===== src/rtl/bit_proc_unit.sv =====
module bit_proc_unit #(
  parameter int              AW      = 8,
  parameter logic [AW-1:0]   CY_ADDR = 8'd215
) (
  input  logic          clk,
  input  logic          rst_n,
  input  logic          op_valid,
  input  logic [7:0]    opcode,
  input  logic [AW-1:0] bit_addr,
  input  logic          carry_in,
  output logic [AW-1:0] rd_addr,
  output logic          rd_latch,
  input  logic          rd_data,
  output logic          carry_out,
  output logic          bit_we,
  output logic [AW-1:0] bit_wa,
  output logic          bit_wd,
  output logic          branch_taken
);

  localparam logic [7:0] OP_JBC   = 8'h10;
  localparam logic [7:0] OP_JB    = 8'h20;
  localparam logic [7:0] OP_JNB   = 8'h30;
  localparam logic [7:0] OP_ORB   = 8'h72;
  localparam logic [7:0] OP_ANDB  = 8'h82;
  localparam logic [7:0] OP_STC   = 8'h92;
  localparam logic [7:0] OP_ORN   = 8'hA0;
  localparam logic [7:0] OP_LDC   = 8'hA2;
  localparam logic [7:0] OP_ANDN  = 8'hB0;
  localparam logic [7:0] OP_CPLB  = 8'hB2;
  localparam logic [7:0] OP_CPLC  = 8'hB3;
  localparam logic [7:0] OP_CLRB  = 8'hC2;
  localparam logic [7:0] OP_CLRC  = 8'hC3;
  localparam logic [7:0] OP_SETB  = 8'hD2;
  localparam logic [7:0] OP_SETC  = 8'hD3;

  logic src;
  logic c_n, we_n, wd_n, tk_n;
  logic live;

  assign rd_addr  = bit_addr;
  assign rd_latch = op_valid && (opcode == OP_CPLB || opcode == OP_JBC);
  assign src      = (bit_addr == CY_ADDR) ? carry_in : rd_data;

  always_comb begin
    c_n  = carry_in;
    we_n = 1'b0;
    wd_n = 1'b0;
    tk_n = 1'b0;
    if (op_valid) begin
      unique case (opcode)
        OP_CLRC: c_n = 1'b0;
        OP_SETC: c_n = 1'b1;
        OP_CPLC: c_n = ~carry_in;
        OP_CLRB: begin we_n = 1'b1; wd_n = 1'b0; end
        OP_SETB: begin we_n = 1'b1; wd_n = 1'b1; end
        OP_CPLB: begin we_n = 1'b1; wd_n = ~src; end
        OP_ANDB: c_n = carry_in & src;
        OP_ANDN: c_n = carry_in & ~src;
        OP_ORB:  c_n = carry_in | src;
        OP_ORN:  c_n = carry_in | ~src;
        OP_LDC:  c_n = src;
        OP_STC:  begin we_n = 1'b1; wd_n = carry_in; end
        OP_JBC:  begin we_n = src; wd_n = 1'b0; tk_n = src; end
        OP_JB:   tk_n = src;
        OP_JNB:  tk_n = ~src;
        default: ;
      endcase
      if (we_n && bit_addr == CY_ADDR) c_n = wd_n;
    end
  end

  always_ff @(posedge clk or negedge rst_n) begin
    if (!rst_n) begin
      carry_out    <= 1'b0;
      bit_we       <= 1'b0;
      bit_wa       <= '0;
      bit_wd       <= 1'b0;
      branch_taken <= 1'b0;
      live         <= 1'b0;
    end else begin
      carry_out    <= c_n;
      bit_we       <= we_n;
      bit_wa       <= bit_addr;
      bit_wd       <= wd_n;
      branch_taken <= tk_n;
      live         <= 1'b1;
    end
  end

  assert_reset_quiet_R1: assert property (@(posedge clk)
    !rst_n |=> !bit_we && !branch_taken && !carry_out);

  assert_and_clears_R4: assert property (@(posedge clk) disable iff (!rst_n)
    live && $past(op_valid && opcode == OP_ANDB && !carry_in) |-> !carry_out);

  assert_or_sets_R5: assert property (@(posedge clk) disable iff (!rst_n)
    live && $past(op_valid && opcode == OP_ORB && carry_in) |-> carry_out);

  assert_no_write_logic_R6: assert property (@(posedge clk) disable iff (!rst_n)
    live && $past(op_valid && (opcode == OP_ANDB || opcode == OP_ANDN ||
      opcode == OP_ORB || opcode == OP_ORN || opcode == OP_LDC)) |-> !bit_we);

  assert_jbc_clears_R8: assert property (@(posedge clk) disable iff (!rst_n)
    live && branch_taken && $past(opcode) == OP_JBC |-> bit_we && !bit_wd);

  assert_test_no_write_R9: assert property (@(posedge clk) disable iff (!rst_n)
    live && $past(op_valid && (opcode == OP_JB || opcode == OP_JNB)) |-> !bit_we);

  assert_carry_coupled_R10: assert property (@(posedge clk) disable iff (!rst_n)
    bit_we && bit_wa == CY_ADDR |-> carry_out == bit_wd);

  assert_latch_needs_valid_R11: assert property (@(posedge clk) disable iff (!rst_n)
    rd_latch |-> op_valid);

  assert_idle_holds_R12: assert property (@(posedge clk) disable iff (!rst_n)
    live && !$past(op_valid) |-> !bit_we && !branch_taken && carry_out == $past(carry_in));

endmodule


===== config.mk =====
export PLATFORM = sky130hd
export DESIGN_NAME = bit_proc_unit
export DESIGN_NICKNAME = d
export VERILOG_FILES = /design/src/rtl/bit_proc_unit.sv
export SDC_FILE = /design/constraint.sdc
export NUM_CORES = 1
export LEC_CHECK = 0
export ABC_AREA = 1
export BUFFER_PORTS_ARGS = -buffer_cell sky130_fd_sc_hd__clkbuf_2
export CAP_MARGIN = 20
export CORE_UTILIZATION = 44
export CTS_CLUSTER_DIAMETER = 200
export CTS_CLUSTER_SIZE = 25
export DETAILED_ROUTE_END_ITERATION = 10
export GPL_ROUTABILITY_DRIVEN = 0
export HOLD_SLACK_MARGIN = 0.08
export PLACE_DENSITY_LB_ADDON = 0.12
export SYNTH_ARGS = -nofsm -noshare
export SYNTH_HDL_FRONTEND = slang
export SYNTH_SLANG_ARGS = --single-unit

===== constraint.sdc =====
create_clock -name clk -period 1.01 [get_ports clk]
set_input_delay 0.202 -clock clk [delete_from_list [all_inputs] [get_ports clk]]
set_output_delay 0.202 -clock clk [all_outputs]
set_load 0.02 [all_outputs]

==> key figures <==
Yosys
  • Synthesized flop and latch total: 12
  • Mapped Area: 833 µm²
  • Seq/Total Area, Yosys: ~36%
  • Synthesis warning total: 0
  • Synth top area share: 36.0%
  • Synth area leaders: dfrtp_1 (36%), nand2_1 (20%), nor2_1 (9.5%), nand3_1 (7.2%), buf_4 (7.2%)
  • Cell count after synthesis: 130
  • Post-Syn Area per Cell: 6.41 µm²
  • Area leader, netlist: dfrtp_1
  • Net Count, Synth: 151
  • Post-synth cell types: 17

Floorplan
  • Num rows: 15
  • DIE AREA: 2070 µm²
  • Initial Utilization: 47.7%
  • DIE WIDTH: 45.5 µm
  • Core Region: 1750 µm²
  • Die extent in y: 45.5 µm
  • I/O pin cnt: 42

Global route
  • Gr usage total: 25.5%
  • Vias in the first global route: 924
  • Initial antenna violation count: 0
  • Total grt overflow: 0
  • Pin count of the biggest net entering global routing: 13
  • First-pass GRT wire length: 3820 µm

Power and ir drop
  • Leak: 0.816 nW
  • Power Dens Cells: approximately 850 nW/µm²
  • Max VDD drop: 0.569 mV

Clock tree
  • CTS clk-pin slew, worst paths: 0.08 ns
  • Clock root cell: clkbuf_4
  • CTS buffer count: 3
  • Htree depth: 1
  • Number of clock sinks: 12
  • CTS max path bufs: 2
  • TritonCTS clock tree: built

STA
  • RSZ-0062 raised after global routing: yes
  • Setup ws final: -0.185 ns
  • Measured slew at the worst slew-check pin: around 0.32 ns
  • Slew Limit Fails: 0
  • Final hold violations: 0
  • Setup TNS: -0.321 ns
  • Slew HR: between 70% and 80%
  • Hold slack: 0.0835 ns
  • Final setup fails: 4
  • FMAX: 837 MHz
  • Tcrit/Tclk final: 118%
  • Min cycle time layout: 1.20 ns

Finish
  • Share of cells above drive strength 1: 56.1%
  • Antenna diodes: 0
  • Nets: 220
  • Final instance area: 1540 µm²
  • Synth-to-Final Area Change: 84.8%

Detailed routing
  • Detailed-route via count: 1091
  • Routed WL: 2940 µm
  • Routed len/inst: 13.2 µm
  • Drt drc: 0
  • Initial DRC Count: 15
  • DRT Pass-1 Iters: 4
  • Post-route ant nets: 0
  • Vias per cell: 4.89

Worst setup path
  • Setup CP Type: input pin to primary output
  • Element type at the critical path start: input pin
  • Required @ worst endpoint: ~0.81 ns
  • CP max FO: 5
  • Critical Path AT: 0.99 ns
  • Critical path endpoint category: primary output

Run status
  • Failing checks: setup timing
  • Status: finished with violations

Place
  • Area after DPL: 1190 µm²
  • Buffers on Ports: between 40 and 50
  • Place WS: -0.401 ns
  • DP HPWL: 1690 µm

Run
  • Max cap viols: 0

Min path
  • Min-delay worst type: input pin to flip-flop
## report_power, final
group / switching (mW) / internal, mW
Combinational: 0.241 / 0.190
Sequential: 0.00630 / 0.500
Clock: 0.159 / 0.219
Total: 0.407 / 0.909
## cell type report
cell class | instances | area (µm²)
Fill cell | 104 | 205
Inverter | 16 | 82.6
Timing Repair Buffer | 72 | 548
Tap cell | 25 | 31.3
Clock buffer | 4 | 36.3
Multi-Input combinational cell | 94 | 542
Sequential cell | 12 | 300
## flip-flops by register name, indices dropped and copies added, names as in the netlist
| signal | cells |
|---|---|
| branch_taken | 1 |
| bit_we | 1 |
| carry_out | 1 |
| bit_wa | 8 |
| bit_wd | 1 |
## through the flow
step	cells	total power, mW	util (%)
3_3_place_gp	204	0.818	68.0
6_report	223	1.32	88.2
4_1_cts	221	1.25	81.9
5_1_grt	223	1.37	88.2
3_5_place_dp	204	0.824	68.0
2_1_floorplan	130	0.685	-
## kinds of logic (layout without fill, tap and decap cells)
logic type / Yosys count / in the layout / share of synthesized area (%)
buffers and inverters: 24 / 92 / 14.4
DFF: 12 / 12 / 36.0
and+or+nand+nor: 85 / 85 / 43.4
AOI/OAI and AO/OA: 9 / 9 / 6.16
## cell usage after synthesis (all sizes together)
master and instances:
a211oi 1, a21oi 4, a31oi 1, buf 8, dfrtp 12, inv 16, nand2 45, nand3 13
nand3b 1, nor2 24, nor3 2, o21ai 2, o21bai 1
## what timing repair did
item | 4_1_cts | 5_1_grt
setup buffers | 10 | 1
pin swaps | 13 | 10
gates resized for setup | 25 | 39
endpoints found under the hold margin | 14 | 1
setup endpoints to repair | 3 | 9
hold buffers | 3 | 1
## cell usage in the layout, fill, tap and decap left out
master / count
nor2_2: 6
dlygate4sd3_1: 4
nor2_1: 10
clkbuf_8: 4
buf_6: 9
nand3_1: 10
a31oi_1: 1
a211oi_2: 1
o21ai_1: 1
inv_2: 6
inv_12: 1
inv_1: 7
nand2_4: 3
buf_4: 25
inv_4: 1
clkbuf_2: 28
dfrtp_1: 12
nand2_2: 8
inv_8: 1
nor3_1: 2
a21oi_2: 1
nand3_2: 2
clkbuf_4: 4
nand3_4: 1
nand3b_1: 1
o21ai_0: 1
clkbuf_16: 1
o21bai_1: 1
a21oi_1: 3
buf_2: 1
nand2_1: 34
nor2_4: 8
## final timing paths
| path | from | end | slack (ns) | cells after the start |
|---|---|---|---|---|
| min in group asynchronous | rst_n | bit_wa[2] | 0.35 | 2 |
| max in group asynchronous | rst_n | bit_wa[5] | 0.42 | 2 |
| worst min-delay path | bit_addr[2] | bit_wa[2] | 0.08 | 1 |
| worst max-delay path | opcode[6] | rd_latch | -0.19 | 7 |
## routing by layer
layer  wire [µm]  vias to the layer above  global-route usage, %
li1            -                      536                      -
met1        1070                      489                   28.6
met2        1580                       56                   46.3
met3         184                       10                   3.97
met4         102                        0                   12.1
met5           0                        -                      0
## worst max-delay path: stages
cell	delay, ns
clkbuf_8	0.13
nor2_4	0.15
nand2_2	0.10
nor2_4	0.11
a21oi_2	0.05
nor2_2	0.10
clkbuf_8	0.14
Note: power is estimated with default switching activity, not from simulation.
